==> src/rtl/sdcmd_pkg.sv <==
package sdcmd_pkg;

    typedef enum logic [2:0] {
        ST_IDLE,
        ST_PREAMBLE,
        ST_SEND,
        ST_WAIT,
        ST_RECV
    } sdcmd_state_t;

    typedef enum logic [1:0] {
        RK_NONE,
        RK_SHORT,
        RK_SHORT_NOCRC,
        RK_LONG
    } rsp_kind_t;

    localparam int CMD_BITS  = 48;
    localparam int LONG_BITS = 136;

    function automatic logic [6:0] crc7_step(input logic [6:0] c, input logic b);
        logic fb;
        fb = b ^ c[6];
        return {c[5:0], 1'b0} ^ (fb ? 7'h09 : 7'h00);
    endfunction

    function automatic logic [6:0] crc7_of40(input logic [39:0] v);
        logic [6:0] c;
        c = 7'h00;
        for (int i = 39; i >= 0; i--) begin
            c = crc7_step(c, v[i]);
        end
        return c;
    endfunction

    function automatic rsp_kind_t decode_kind(input logic [2:0] code);
        case (code)
            3'd1:    return RK_SHORT;
            3'd2:    return RK_LONG;
            3'd3:    return RK_SHORT_NOCRC;
            default: return RK_NONE;
        endcase
    endfunction

endpackage

==> src/rtl/sdcmd_crc7.sv <==
module sdcmd_crc7 (
    input  logic       clk,
    input  logic       rst_n,
    input  logic       clear,
    input  logic       en,
    input  logic       din,
    output logic [6:0] crc
);
    import sdcmd_pkg::*;

    logic [6:0] crc_q;

    always_ff @(posedge clk or negedge rst_n) begin
        if (!rst_n) begin
            crc_q <= 7'h00;
        end else if (clear) begin
            crc_q <= 7'h00;
        end else if (en) begin
            crc_q <= crc7_step(crc_q, din);
        end
    end

    assign crc = crc_q;

endmodule

==> src/rtl/sdcmd_rsp_fifo.sv <==
module sdcmd_rsp_fifo #(
    parameter int FRAME_W = 136,
    parameter int HW_W    = 16
) (
    input  logic               clk,
    input  logic               rst_n,
    input  logic               clear,
    input  logic               load,
    input  logic               long_fmt,
    input  logic [FRAME_W-1:0] frame,
    input  logic               pop,
    output logic [HW_W-1:0]    data,
    output logic               empty
);
    localparam int NHW    = (FRAME_W + HW_W - 1) / HW_W;
    localparam int STORE  = NHW * HW_W;
    localparam int PAD    = STORE - FRAME_W;
    localparam int LEFT_W = $clog2(NHW + 1);

    logic [STORE-1:0]  store_q;
    logic [LEFT_W-1:0] left_q;

    always_ff @(posedge clk or negedge rst_n) begin
        if (!rst_n) begin
            store_q <= '0;
            left_q  <= '0;
        end else if (clear) begin
            left_q <= '0;
        end else if (load) begin
            if (long_fmt) begin
                store_q <= {frame, {PAD{1'b0}}};
                left_q  <= LEFT_W'(NHW);
            end else begin
                // short frame: upper 32 bits as two halfwords, payload low byte right-aligned
                store_q <= {frame[47:16], 8'h00, frame[15:8], {(STORE-48){1'b0}}};
                left_q  <= LEFT_W'(3);
            end
        end else if (pop && left_q != '0) begin
            store_q <= store_q << HW_W;
            left_q  <= left_q - LEFT_W'(1);
        end
    end

    assign data  = store_q[STORE-1 -: HW_W];
    assign empty = (left_q == '0);

    a_r11_pop_on_empty: assert property (@(posedge clk) disable iff (!rst_n)
        (empty && pop && !load && !clear) |=> empty);

endmodule

==> src/rtl/sdcmd_engine.sv <==
module sdcmd_engine #(
    parameter int TO_W         = 16,
    parameter int PREAMBLE_LEN = 80
) (
    input  logic            clk,
    input  logic            rst_n,
    input  logic            cmd_start,
    input  logic [5:0]      cmd_index,
    input  logic [31:0]     cmd_arg,
    input  logic [7:0]      cmd_attr,
    input  logic [TO_W-1:0] rsp_limit,
    input  logic            cmd_in,
    output logic            cmd_out,
    output logic            cmd_oe,
    output logic            eng_busy,
    output logic [15:0]     status,
    output logic            busy_wait,
    input  logic            rf_pop,
    output logic [15:0]     rf_data,
    output logic            rf_empty
);
    import sdcmd_pkg::*;

    localparam int CNT_MAX = (PREAMBLE_LEN > LONG_BITS) ? PREAMBLE_LEN : LONG_BITS;
    localparam int CNT_W   = $clog2(CNT_MAX + 1);

    sdcmd_state_t          state_q, state_d;
    rsp_kind_t             kind_q;
    logic                  exp_busy_q;
    logic [CNT_W-1:0]      bit_cnt;
    logic [TO_W-1:0]       to_cnt;
    logic [CMD_BITS-1:0]   tx_sr;
    logic [LONG_BITS-1:0]  rx_sr;
    logic [LONG_BITS-1:0]  rx_full;
    logic                  st_done_q, st_to_q, st_crc_q, busy_wait_q;
    logic                  accept, last_rx, to_evt, send_end_none, crc_en, crc_bad;
    logic [CNT_W-1:0]      rx_last_idx;
    logic [6:0]            crc_val;
    logic                  unused_attr_bits;

    assign unused_attr_bits = ^cmd_attr[5:3];

    assign accept        = (state_q == ST_IDLE) && cmd_start;
    assign rx_last_idx   = (kind_q == RK_LONG) ? CNT_W'(LONG_BITS - 1) : CNT_W'(CMD_BITS - 1);
    assign last_rx       = (state_q == ST_RECV) && (bit_cnt == rx_last_idx);
    assign to_evt        = (state_q == ST_WAIT) && cmd_in && (to_cnt == rsp_limit - TO_W'(1));
    assign send_end_none = (state_q == ST_SEND) && (bit_cnt == CNT_W'(CMD_BITS - 1))
                           && (kind_q == RK_NONE);
    assign rx_full       = {rx_sr[LONG_BITS-2:0], cmd_in};

    always_comb begin
        crc_en = 1'b0;
        if (state_q == ST_RECV) begin
            if (kind_q == RK_LONG)
                crc_en = (bit_cnt >= CNT_W'(8)) && (bit_cnt <= CNT_W'(127));
            else
                crc_en = (bit_cnt >= CNT_W'(1)) && (bit_cnt <= CNT_W'(39));
        end
    end

    assign crc_bad = ((kind_q == RK_SHORT) || (kind_q == RK_LONG)) && (crc_val != rx_sr[6:0]);

    // state register
    always_ff @(posedge clk or negedge rst_n) begin
        if (!rst_n) state_q <= ST_IDLE;
        else        state_q <= state_d;
    end

    // next state
    always_comb begin
        state_d = state_q;
        unique case (state_q)
            ST_IDLE:     if (cmd_start) state_d = cmd_attr[7] ? ST_PREAMBLE : ST_SEND;
            ST_PREAMBLE: if (bit_cnt == CNT_W'(PREAMBLE_LEN - 1)) state_d = ST_SEND;
            ST_SEND:     if (bit_cnt == CNT_W'(CMD_BITS - 1))
                             state_d = (kind_q == RK_NONE) ? ST_IDLE : ST_WAIT;
            ST_WAIT:     if (!cmd_in) state_d = ST_RECV;
                         else if (to_evt) state_d = ST_IDLE;
            ST_RECV:     if (last_rx) state_d = ST_IDLE;
            default:     state_d = ST_IDLE;
        endcase
    end

    // outputs
    always_comb begin
        cmd_oe  = 1'b0;
        cmd_out = 1'b1;
        unique case (state_q)
            ST_PREAMBLE: cmd_oe = 1'b1;
            ST_SEND: begin
                cmd_oe  = 1'b1;
                cmd_out = tx_sr[CMD_BITS-1];
            end
            default: ;
        endcase
    end

    assign eng_busy = (state_q != ST_IDLE);

    // datapath and counters
    always_ff @(posedge clk or negedge rst_n) begin
        if (!rst_n) begin
            bit_cnt    <= '0;
            to_cnt     <= '0;
            tx_sr      <= '1;
            rx_sr      <= '0;
            kind_q     <= RK_NONE;
            exp_busy_q <= 1'b0;
        end else begin
            if (state_d != state_q)
                bit_cnt <= (state_d == ST_RECV) ? CNT_W'(1) : '0;
            else if (state_q != ST_IDLE)
                bit_cnt <= bit_cnt + CNT_W'(1);

            to_cnt <= (state_q == ST_WAIT) ? to_cnt + TO_W'(1) : '0;

            if (accept) begin
                tx_sr      <= {2'b01, cmd_index, cmd_arg,
                               crc7_of40({2'b01, cmd_index, cmd_arg}), 1'b1};
                kind_q     <= decode_kind(cmd_attr[2:0]);
                exp_busy_q <= cmd_attr[6];
            end else if (state_q == ST_SEND) begin
                tx_sr <= {tx_sr[CMD_BITS-2:0], 1'b1};
            end

            if (state_q == ST_WAIT)      rx_sr <= '0;
            else if (state_q == ST_RECV) rx_sr <= rx_full;
        end
    end

    // status
    always_ff @(posedge clk or negedge rst_n) begin
        if (!rst_n) begin
            st_done_q   <= 1'b0;
            st_to_q     <= 1'b0;
            st_crc_q    <= 1'b0;
            busy_wait_q <= 1'b0;
        end else if (accept) begin
            st_done_q   <= 1'b0;
            st_to_q     <= 1'b0;
            st_crc_q    <= 1'b0;
            busy_wait_q <= 1'b0;
        end else begin
            if (send_end_none || to_evt || last_rx) st_done_q <= 1'b1;
            if (to_evt)                             st_to_q   <= 1'b1;
            if (last_rx && crc_bad)                 st_crc_q  <= 1'b1;
            if ((send_end_none || last_rx) && exp_busy_q) busy_wait_q <= 1'b1;
        end
    end

    assign status    = {4'b0, st_done_q, 5'b0, st_crc_q, 3'b0, st_to_q, 1'b0};
    assign busy_wait = busy_wait_q;

    sdcmd_crc7 u_crc (
        .clk   (clk),
        .rst_n (rst_n),
        .clear (state_q == ST_WAIT),
        .en    (crc_en),
        .din   (cmd_in),
        .crc   (crc_val)
    );

    sdcmd_rsp_fifo #(.FRAME_W(LONG_BITS), .HW_W(16)) u_fifo (
        .clk      (clk),
        .rst_n    (rst_n),
        .clear    (accept),
        .load     (last_rx),
        .long_fmt (kind_q == RK_LONG),
        .frame    (rx_full),
        .pop      (rf_pop),
        .data     (rf_data),
        .empty    (rf_empty)
    );

    a_r8_done_when_idle: assert property (@(posedge clk) disable iff (!rst_n)
        $rose(status[11]) |-> !eng_busy);

    a_r4_timeout_not_crc: assert property (@(posedge clk) disable iff (!rst_n)
        !(status[1] && status[5]));

    a_r4_timeout_empty: assert property (@(posedge clk) disable iff (!rst_n)
        status[1] |-> rf_empty);

    a_r1_end_bit_high: assert property (@(posedge clk) disable iff (!rst_n)
        $fell(cmd_oe) |-> $past(cmd_out));

    a_r9_busy_needs_done: assert property (@(posedge clk) disable iff (!rst_n)
        busy_wait |-> status[11]);

endmodule

==> config.mk <==
export PLATFORM = sky130hd
export DESIGN_NAME = sdcmd_engine
export DESIGN_NICKNAME = d
export VERILOG_FILES = /design/src/rtl/sdcmd_pkg.sv /design/src/rtl/sdcmd_crc7.sv /design/src/rtl/sdcmd_rsp_fifo.sv /design/src/rtl/sdcmd_engine.sv
export SDC_FILE = /design/constraint.sdc
export NUM_CORES = 1
export LEC_CHECK = 0
export BUFFER_PORTS_ARGS = -buffer_cell sky130_fd_sc_hd__buf_2
export CAP_MARGIN = 30
export CORE_UTILIZATION = 31
export DETAILED_ROUTE_END_ITERATION = 10
export GPL_TIMING_DRIVEN = 1
export PLACE_DENSITY = 0.5
export SLEW_MARGIN = 30
export SYNTH_ARGS = -nofsm -noshare
export SYNTH_HDL_FRONTEND = slang
export SYNTH_SLANG_ARGS = --single-unit
==> constraint.sdc <==
create_clock -name clk -period 6.4 [get_ports clk]
set_input_delay 0 -clock clk [delete_from_list [all_inputs] [get_ports clk]]
set_output_delay 0 -clock clk [all_outputs]
set_load 0.05 [all_outputs]
# ---- After elaboration in Yosys (flattened, before gate mapping)
# Cells that the tools add are included.
dict set report classes {
  add_sub_neg 4
  n_mul 0
  n_div 0
  n_lt_le_gt_ge 4
  eq_ne 16
  shifts 0
  mux 79
  bitwise_logic 78
  reduce_logical 33
}
# op n
set ops {}
lappend ops {{$mux 144} 3}
lappend ops {{$mux 135} 2}
lappend ops {{$xor 7x4->7} 36}
lappend ops {{$mux 4} 43}
lappend ops {{$mux 48} 2}
lappend ops {{$xor 1x1->1} 36}
lappend ops {{$mux 8} 3}
lappend ops {{$mux 3} 6}
lappend ops {{$reduce_bool 2->1} 9}
lappend ops {{$add 16x1->16 const B} 1}
lappend ops {{$eq 16x16->1} 1}
lappend ops {{$mux 16} 1}
lappend ops {{$sub 16x1->16 const B} 1}
lappend ops {{$pmux 3 s5} 1}
lappend ops {{$mux 7} 2}
lappend ops {{$mux 1} 13}
lappend ops {{$eq 3x2->1 const B} 4}
lappend ops {{$logic_and 1x1->1} 12}
lappend ops {{$add 8x1->8 const B} 1}
lappend ops {{$eq 8x6->1 const B} 1}
lappend ops {{$eq 8x7->1 const B} 1}
lappend ops {{$eq 8x8->1} 1}
lappend ops {{$ge 8x1->1 const B} 1}
lappend ops {{$ge 8x4->1 const B} 1}
lappend ops {{24 further kinds} 32}
dict set report totals {
  register_bits 372
  latch_bits 0
  mem_bits_rw 0
  romBits 0
  inputBits 67
  out_inout_bits 37
  mem_count 0
}

# ---- Depth between registers and ports, before layout
# Gate-level depths: netlist (run 1).
dict set report logic_depth {
  ltp_word 110
  depth_mapped 10
  depth_no_buf 9
}

# ---- Modules after synthesis
# From an unflattened synthesis (run 1), not the netlist that was laid out.
dict set report unflattened {
  cells_unflattened 1502
  hier_area_um2 17541.8
}
# mod instances cells_per_inst area_each_um2
set modules_own_cells {}
lappend modules_own_cells {sdcmd_engine 1 873 10008.3}
lappend modules_own_cells {sdcmd_rsp_fifo 1 601 7225.7}
lappend modules_own_cells {sdcmd_crc7 1 28 307.8}

# ---- Worst setup path before layout (run 1)
# OpenSTA, ideal clock, no wires.
dict set report synth_timing {
  path_kind {reg-to-reg}
  startpoint {register u_fifo.left_q[0]}
  endpoint {register u_fifo.store_q[14]}
  setup_time_ps 66
  arrival_time_ps 3408
  setup_slack_ps 2925
  stages_incl_launch_ff 10
  n_path_buf 3
  period_less_slack_ps 3475
  path_cell_list {dfrtp_1 > inv_1 > ha_1 > nor3b_1 > nor2b_1 > o21ai_1 > clkbuf_1 > clkbuf_1 > clkbuf_1 > a22o_1}
}
dict set report synth_via {
  elab_chain_len 4
}
# item line_no
set synth_lines {}
lappend synth_lines {{from (decl)} sdcmd_rsp_fifo.sv:21} ;# logic [LEFT_W-1:0] left_q;
lappend synth_lines {{from (signal assigned)} sdcmd_rsp_fifo.sv:32} ;# left_q <= LEFT_W'(NHW);
lappend synth_lines {{from (signal assigned)} sdcmd_rsp_fifo.sv:40} ;# left_q <= left_q - LEFT_W'(1);
lappend synth_lines {{$reduce_bool 4->1} sdcmd_rsp_fifo.sv:38} ;# end else if (pop && left_q != '0) begin
lappend synth_lines {{$logic_and 1x1->1} sdcmd_rsp_fifo.sv:38}
lappend synth_lines {{$reduce_bool 2->1 (no source line)} -}
lappend synth_lines {{$reduce_and 2->1 (no source line)} -}
lappend synth_lines {{to (signal assigned)} sdcmd_rsp_fifo.sv:31} ;# store_q <= {frame, {PAD{1'b0}}};
lappend synth_lines {{to (signal assigned)} sdcmd_rsp_fifo.sv:35} ;# store_q <= {frame[47:16], 8'h00, frame[15:8], {(STORE-48){1'b0}}};
lappend synth_lines {{to (signal assigned)} sdcmd_rsp_fifo.sv:39} ;# store_q <= store_q << HW_W;
lappend synth_lines {{to (decl)} sdcmd_rsp_fifo.sv:20} ;# logic [STORE-1:0] store_q;
# Every way passes these cells.
# A chain may end at the register's enable or synchronous reset.

# ---- Worst setup path after layout (run 1)
dict set report layout_timing {
  startpoint {register kind_q[0]}
  endpoint {register u_fifo.store_q[131]}
}
dict set report layout_via {
  elab_chain_len 6
  elab_cells_between_ends 8
}
# item line_no
set layout_lines {}
lappend layout_lines {{from (decl)} sdcmd_engine.sv:28} ;# rsp_kind_t kind_q;
lappend layout_lines {{from (signal assigned)} sdcmd_engine.sv:120} ;# kind_q <= decode_kind(cmd_attr[2:0]);
lappend layout_lines {{$eq 2x2->1 *} {sdcmd_engine.sv:44, sdcmd_engine.sv:168}}
lappend layout_lines {{$mux 8} sdcmd_engine.sv:44} ;# assign rx_last_idx = (kind_q == RK_LONG) ? CNT_W'(LONG_BITS - 1) : CNT_W'(CMD_BITS - 1);
lappend layout_lines {{$eq 8x8->1} sdcmd_engine.sv:45} ;# assign last_rx = (state_q == ST_RECV) && (bit_cnt == rx_last_idx);
lappend layout_lines {{$logic_and 1x1->1} sdcmd_engine.sv:45}
lappend layout_lines {{$reduce_bool 2->1 (no source line)} -}
lappend layout_lines {{$reduce_and 2->1 (no source line)} -}
# Every way passes the cells marked *; elsewhere a longest branch is shown, timed or not.

==> flow_summary.ini, run 1 <==
[timing]
period_share_pct = 58.4
maxSlewViolCount = 0
rsz0062_at_grt = no
max_clock_freq_mhz = 267
setup_violations = 0
finalClockSkew_ns = 0.0217
setup_slack_ns = 2.66
maxSlewHeadroom_pct = 37.6
min_period_ns = 3.74
fin_tns_setup_ns = 0
hold_viol_final = 0
tightest_slew_ns = 0.936

[die]
std_cell_rows = 84
die_h_microns = 235
io_pins = 104
core_area_sq_um = 53100
start_util_pct = 31.7
die_w_microns = 235
fp.dieArea_sq_um = 55200

[drt]
dr.pass1.iters = 4
drt_wl_total_microns = 42900
drc = 0
vias = 12400
drtIter0Drc = 1003
ant_nets = 0
avgViaCountPerCell = 5.17
wl_per_cell_microns = 17.9

[layout]
register_area_sq_um = 9150
final_nets = 1752
layout-area-overhead-vs-synth_pct = 17.2
multi_input_area_sq_um = 7010
drive_gt1_share_pct = 14.0
postLayoutCellArea_sq_um = 19700
final_common_cell = dfrtp_1
fillCellCount = 5222
antenna_cells = 0
stdcell_count = 2399
final_cell_mix = 315 x dfrtp_1, 276 x nand2_1, 151 x a22o_1, 132 x o21ai_0, 118 x a22oi_1

[critical_path]
crit_type = flip-flop to flip-flop
start_kind = flip-flop
path_max_fanout = 79
cp.arrival_ns = 4.17
critPathCaptureType = flip-flop
rrSetupSlack_ns = 2.66
worstPathRequired_ns = 6.83
r2r-end = u_fifo.store_q[131]
reg2regPathDepth = 8
r2r_start = kind_q[0]

[global_route]
grt_max_degree = 257
grt_overflow = 0
grt_first_pass_wirelength_microns = 70000
antenna_found_initial = 0
gr-usage-all-layers_pct = 15.5
grt_pass1_vias = 12500

[synth]
synthArstFlopShare_pct = 100
synthCells = 1626
avgSynthCellArea_sq_um = 10.3
synth_flop_cell = dfrtp_1
seq_area_frac_synth_pct = 54.4
synth_edf_count = 0
ys_types = 63
syn_area_sq_um = 16800
synth_warnings = 0
ys_ff_latch = 363

[placed_design]
placed_area_sq_um = 17700
gp_congestion = 0.765
post-place-ws_ns = 2.59
dp_hpwl_microns = 25500
placed_cells_incl_taps = 2271
io_buffers = 87

[clock_network]
cts_buffers = 43
clkSinkCount = 363
cts_max_level = 2
clockRootBuffer = clkbuf_16
clkTransAtPathRegs_ns = 0.05
clk_latency_ns = 0.58
clk_path_buf_depth = 3
cts_tree = done

[status]
outcome = complete, no violations

[power]
finalPower_mw = 7.11
p_leak_nw = 8.55
powerDensity_nw_per_um2 = 361
ir_drop_uv = 216

[hold_path]
hold_class = input port to asynchronous set/reset pin

[flow_run]
drv_cap = 0
cell families (layout without fill, tap and decap cells):
family	after synthesis	count (layout)	synth area share, %
other	1	13	0.0223
flip-flops	363	363	54.4
multiplexers	13	13	0.789
XOR/XNOR	109	109	7.06
adder cells (fa/ha/maj)	8	8	0.595
AO/OA/AOI/OAI	526	526	21.3
AND/OR/NAND/NOR	436	436	11.3
buffers and inverters	170	243	4.51
worst max-delay path, cell delays in order, from the launching register on:
cell and delay (ns):
dfrtp_4 0.83, nand2_2 0.11, a32oi_1 0.29, or3_4 0.43, buf_4 0.59, buf_4 0.75
a21oi_1 0.08, a21oi_1 0.30, o21ai_0 0.13
layout make-up:
class                      instances  share of cell area (%)
clock buffer                      67                    6.48
tap                              688                    4.37
clock inverter                    12                   0.800
inverter                          12                   0.229
sequential                       363                    46.4
multi-input combinational       1105                    35.6
timing repair buffer             152                    6.12
layer usage:
layer	GRT usage (%)	wire [microns]
met1	21.7	20100
met2	24.6	20000
met3	2.63	1810
met4	4.63	915
met5	0	0
cell usage after synthesis (6+ instances only):
cell type / instances / area (sq um)
buf_4: 32 / 240
xnor3_1: 8 / 180
dfrtp_1: 316 / 7910
nor3_1: 18 / 90.1
o21ai_0: 132 / 661
a21oi_1: 92 / 460
nand3_1: 55 / 275
nand2_1: 277 / 1040
o31ai_1: 6 / 45.0
mux2i_1: 11 / 110
nor2b_1: 7 / 43.8
ha_1: 8 / 100
buf_1: 9 / 33.8
clkbuf_1: 117 / 439
inv_1: 12 / 45.0
xor2_1: 36 / 315
and3_1: 6 / 37.5
a22o_1: 151 / 1320
dfstp_2: 47 / 1230
a22oi_1: 118 / 886
xnor2_1: 56 / 490
nor2_1: 36 / 135
sequential cells by signal, indices dropped and copies added (netlist names):
signal	count
u_fifo.store_q	136
rx_sr	135
tx_sr	47
to_cnt	16
bit_cnt	8
u_crc.crc	7
u_fifo.left_q	4
state_q	3
kind_q	2
busy_wait	1
exp_busy_q	1
st_crc_q	1
st_done_q	1
st_to_q	1
worst max-delay path by stage:
stage	depth (start not counted)	endpoint	start
2_1_floorplan	9	u_fifo.store_q[14]	u_fifo.left_q[0]
3_3_place_gp	8	u_fifo.store_q[130]	kind_q[0]
3_5_place_dp	8	u_fifo.store_q[131]	kind_q[0]
4_1_cts	8	u_fifo.store_q[131]	kind_q[0]
5_1_grt	8	u_fifo.store_q[131]	kind_q[0]
6_report	8	u_fifo.store_q[131]	kind_q[0]
report_power, final:
part / internal [mW] / switching (mW) / leakage (nW)
Sequential: 2.61 / 0.193 / 4.88
Clock: 1.46 / 1.00 / 0.699
Combinational: 0.622 / 1.21 / 2.97
per-stage QoR:
step / hold slack (ns) / util (%)
after global placement: 0.190 / 33.2
after floorplan: -0.296 / -
after CTS: 0.00961 / 37.0
after global routing: 0.0522 / 37.1
after detailed placement: -0.0322 / 33.4
final: 0.0165 / 37.1
repair_timing:
item                      in CTS  in global routing
setup buffers                  0                  0
hold buffers                  48                  0
gates resized for setup        0                  0
hold endpoints to repair     290                  0
No activity file was read; power rests on OpenSTA's default activity.
==> inputs of run 2 (changes only) <==
--- a/config.mk
+++ b/config.mk
@@ -10,7 +10,7 @@
 export CORE_UTILIZATION = 31
 export DETAILED_ROUTE_END_ITERATION = 10
 export GPL_TIMING_DRIVEN = 1
-export PLACE_DENSITY = 0.5
+export PLACE_DENSITY = 0.52
 export SLEW_MARGIN = 30
 export SYNTH_ARGS = -nofsm -noshare
 export SYNTH_HDL_FRONTEND = slang
==> constraint.sdc (replaced) <==
create_clock -name clk -period 3.2 [get_ports clk]
set_input_delay 0 -clock clk [delete_from_list [all_inputs] [get_ports clk]]
set_output_delay 0 -clock clk [all_outputs]
set_load 0.05 [all_outputs]
==> flow_summary.ini, run 2 (synthesis gave the netlist of run 1 again) <==
[layout]
final_nets = 1759
drive_gt1_share_pct = 14.7
regMostFlops = u_fifo.store_q
final_cell_mix = 315 x dfrtp_1, 276 x nand2_1, 151 x a22o_1, 132 x o21ai_0, 118 x a22oi_1
stdcell_count = 2404
multi_input_area_sq_um = 7010
layout-area-overhead-vs-synth_pct = 17.0
register_area_sq_um = 9140
largestRegisters = u_fifo.store_q x136, rx_sr x135, tx_sr x47
fillCellCount = 5198
final_common_cell = dfrtp_1
antenna_cells = 0
largest_register_ffs = 136

[die]
die_h_microns = 235
start_util_pct = 31.7
fp.dieArea_sq_um = 55200
std_cell_rows = 84
core_area_sq_um = 53100
io_pins = 104
die_w_microns = 235

[timing]
hold_viol_final = 0
min_period_ns = 2.64
max_clock_freq_mhz = 378
period_share_pct = 82.6
finalClockSkew_ns = 0.0299
fin_tns_setup_ns = 0
tightest_slew_ns = 0.822
maxSlewViolCount = 0
setup_violations = 0
maxSlewHeadroom_pct = 45.2
setup_slack_ns = 0.556
rsz0062_at_grt = no

[global_route]
grt_overflow = 0
gr-usage-all-layers_pct = 15.2
antenna_found_initial = 0
grt_first_pass_wirelength_microns = 68700
grt_max_degree = 257
grt_pass1_vias = 12300

[critical_path]
start_kind = flip-flop
path_max_fanout = 152
crit_type = flip-flop to flip-flop
r2r_start = state_q[0]
cp.arrival_ns = 3.06
critPathLaunch = state_q[0]
critPathCaptureType = flip-flop
worstPathRequired_ns = 3.62

[clock_network]
postCtsSetupRepairBufs = 0
clkSinkCount = 363
clkTransAtPathRegs_ns = 0.06
cts_max_level = 2
cts.repair.resized = 0
clk_path_buf_depth = 3
cts_hold_buf = 48
cts_tree = done
clk_latency_ns = 0.57
clockRootBuffer = clkbuf_16
cts_buffers = 43

[status]
outcome = complete, no violations

[power]
p_leak_nw = 8.57
ir_drop_uv = 410
powerDensity_nw_per_um2 = 715

[placed_design]
io_buffers = 87
post-place-ws_ns = 0.466
dp_hpwl_microns = 25000
placed_cells_incl_taps = 2278
gp_congestion = 0.780

[hold_path]
hold_class = input port to asynchronous set/reset pin

[drt]
dr.pass1.iters = 5
drtIter0Drc = 1175
drt_wl_total_microns = 41800
wl_per_cell_microns = 17.4
ant_nets = 0
vias = 12300
drc = 0
avgViaCountPerCell = 5.12

[flow_run]
drv_cap = 0
## run 2: power by group
part	switching (mW)	total [mW]	leakage, nW	internal [mW]
logic	2.50	3.79	3.00	1.29
clock network	1.97	4.73	0.686	2.76
registers	0.306	5.53	4.88	5.23
## run 2: path summary, 6_finish.rpt
check	endpoint	slack, ns	depth (start not counted)
worst min-delay path	rx_sr[115]	0.05	2
worst max register to register	u_fifo.store_q[67]	0.56	7
max in group asynchronous	tx_sr[29]	2.16	3
worst max-delay path	u_fifo.store_q[67]	0.56	7
min in group clk	state_q[0]	0.18	6
worst min register to register	tx_sr[38]	0.46	2
## run 2: cell type report
type                            instances  share of cell area, %
Tap cell                              688                   4.38
Clock inverter                         20                  0.789
Sequential cell                       363                   46.5
Timing Repair Buffer                  159                   6.30
Multi-Input combinational cell       1105                   35.6
Clock buffer                           57                   6.20
Inverter                               12                  0.229
## run 2: metrics by stage
stage | instance area [sq um] | utilization [%] | hold WS [ns] | power, mW
2_1_floorplan | 16900 | - | -0.296 | 8.34
3_3_place_gp | 17800 | 33.5 | 0.104 | 9.30
3_5_place_dp | 17800 | 33.5 | 0.109 | 9.35
4_1_cts | 19600 | 37.0 | 0.0942 | 14.2
5_1_grt | 19700 | 37.1 | 0.110 | 14.9
6_report | 19700 | 37.1 | 0.0547 | 14.1
## run 2: layer usage
metal / GRT usage [%] / up-vias / wire [microns]
li1: - / 5883 / -
met3: 2.61 / 61 / 1830
met4: 5.02 / 0 / 1010
met1: 21.7 / 6125 / 19900
met2: 23.3 / 251 / 19100
met5: 0 / - / 0
## run 2: worst max-delay path: stages, from the launching register on
cell and delay [ns]:
dfrtp_1 0.51, nor3_1 0.23, buf_4 0.18, nand2_1 0.34
o21ai_4 0.19, buf_12 0.32, buf_16 0.46, o21ai_0 0.20
==> inputs of run 3 (changes only) <==
--- a/config.mk
+++ b/config.mk
@@ -10,7 +10,7 @@
 export CORE_UTILIZATION = 31
 export DETAILED_ROUTE_END_ITERATION = 10
 export GPL_TIMING_DRIVEN = 1
-export PLACE_DENSITY = 0.52
+export PLACE_DENSITY = 0.5
 export SLEW_MARGIN = 30
 export SYNTH_ARGS = -nofsm -noshare
 export SYNTH_HDL_FRONTEND = slang
==> constraint.sdc (replaced) <==
create_clock -name clk -period 2.45 [get_ports clk]
set_input_delay 0 -clock clk [delete_from_list [all_inputs] [get_ports clk]]
set_output_delay 0 -clock clk [all_outputs]
set_load 0.05 [all_outputs]
==> flow_summary.ini, run 3 (synthesis gave the netlist of run 1 again) <==
[placed_design]
dp_hpwl_microns = 27100
gp_congestion = 0.794
placed_cells_incl_taps = 2310
placed_area_sq_um = 18100
io_buffers = 87

[layout]
antenna_cells = 0
final_cell_mix = 315 x dfrtp_1, 276 x nand2_1, 151 x a22o_1, 132 x o21ai_0, 118 x a22oi_1
fillCellCount = 5168
stdcell_count = 2432
largest_register_ffs = 136
final_common_cell = dfrtp_1
postLayoutCellArea_sq_um = 19900
drive_gt1_share_pct = 15.8
layout-area-overhead-vs-synth_pct = 18.6
regMostFlops = u_fifo.store_q
final_nets = 1790
largestRegisters = u_fifo.store_q x136, rx_sr x135, tx_sr x47

[clock_network]
clkSinkCount = 363
clk_latency_ns = 0.57
cts_buffers = 43
cts_max_level = 2
clockRootBuffer = clkbuf_16
clkTransAtPathRegs_ns = 0.06
clk_path_buf_depth = 3
cts_tree = done

[global_route]
grt_pass1_vias = 12800
antenna_found_initial = 0
gr-usage-all-layers_pct = 16.0
grt_overflow = 0
grt_max_degree = 111
grt_first_pass_wirelength_microns = 71800

[timing]
min_period_ns = 2.28
period_share_pct = 93.2
setup_violations = 0
maxSlewViolCount = 0
max_clock_freq_mhz = 438
hold_viol_final = 0
fin_tns_setup_ns = 0
tightest_slew_ns = 0.633
finalClockSkew_ns = 0.0202
maxSlewHeadroom_pct = 57.8
rsz0062_at_grt = no

[power]
powerDensity_nw_per_um2 = 928
power.switching_mw = 6.31
internal-power_mw = 12.2
switching_share_pct = 34.1
p_comb_share_pct = 27.8
sequentialPowerShare_pct = 39.0
clockPowerShare_pct = 33.2
ir_drop_uv = 586
p_leak_nw = 8.72

[critical_path]
start_kind = flip-flop
crit_type = flip-flop to flip-flop
cp.arrival_ns = 2.75
path_max_fanout = 8
critPathCaptureType = flip-flop
worstPathRequired_ns = 2.92

[drt]
drc = 0
wl_per_cell_microns = 17.9
drtIter0Drc = 963
avgViaCountPerCell = 5.17
ant_nets = 0
vias = 12600
drt_wl_total_microns = 43600
dr.pass1.iters = 7

[die]
die_h_microns = 235
io_pins = 104
start_util_pct = 31.7
core_area_sq_um = 53100
fp.dieArea_sq_um = 55200
die_w_microns = 235
std_cell_rows = 84

[flow_run]
drv_cap = 0

[hold_path]
hold_class = input port to asynchronous set/reset pin

[status]
outcome = complete, no violations
## run 3: power by group through the flow
stage / clock network, mW / logic, mW / registers (mW)
after global routing: 6.56 / 5.69 / 7.29
after detailed placement: 0 / 5.14 / 7.31
after global placement: 0 / 5.09 / 7.29
after CTS: 6.33 / 5.23 / 7.21
after floorplan: 0 / 3.76 / 7.17
final: 6.14 / 5.15 / 7.21
## run 3: path summary, 6_finish.rpt
kind	startpoint	end	slack [ns]	depth (start not counted)
setup / recovery	bit_cnt[0]	bit_cnt[0]	0.17	9
hold / removal	rst_n	u_fifo.store_q[123]	0.09	3
setup reg to reg	bit_cnt[0]	bit_cnt[0]	0.17	9
hold reg to reg	tx_sr[10]	tx_sr[10]	0.46	2
max in group asynchronous	rst_n	to_cnt[12]	1.89	3
min in group clk	cmd_attr[6]	exp_busy_q	0.17	4
## run 3: cell type report
class / instances / area, sq um / area share [%]
tap: 688 / 861 / 4.32
clock inverter: 17 / 163 / 0.815
sequential: 363 / 9140 / 45.8
clock buffer: 57 / 1170 / 5.86
timing repair buffer: 190 / 1550 / 7.78
inverter: 12 / 45.0 / 0.226
multi-input combinational: 1105 / 7010 / 35.2
## run 3: through the flow
| stage | hold slack (ns) | setup slack (ns) | total power, mW | utilization [%] |
|---|---|---|---|---|
| final | 0.0882 | 0.167 | 18.5 | 37.6 |
| after global placement | -0.0410 | 0.101 | 12.4 | 34.1 |
| after floorplan | -0.296 | 0.0170 | 10.9 | - |
| after CTS | 0.0842 | 0.0815 | 18.8 | 37.6 |
| after global routing | 0.101 | 0.00166 | 19.5 | 37.6 |
| after detailed placement | -0.0423 | 0.0813 | 12.4 | 34.1 |
## run 3: critical path, cell delays in order, from the launching register on
cell and delay (ns):
dfrtp_1 0.41, ha_1 0.25, nand3_1 0.15, nor4_1 0.09, mux2_2 0.28, o32a_1 0.32, a22oi_1 0.21, a31oi_1 0.07
buf_4 0.19, o31ai_1 0.22
## run 3: per-layer routing
metal	global-route usage, %	wire length [microns]
met4	5.00	954
met5	0	0
met3	2.50	1500
met1	22.7	21000
met2	24.8	20200
## run 3: repair_timing
| action | in CTS | in global routing |
|---|---|---|
| gates resized for setup | 0 | 3 |
| setup endpoints to repair | 0 | 13 |
| hold buffers | 48 | 0 |
| setup buffers | 0 | 0 |
| hold endpoints to repair | 375 | 0 |
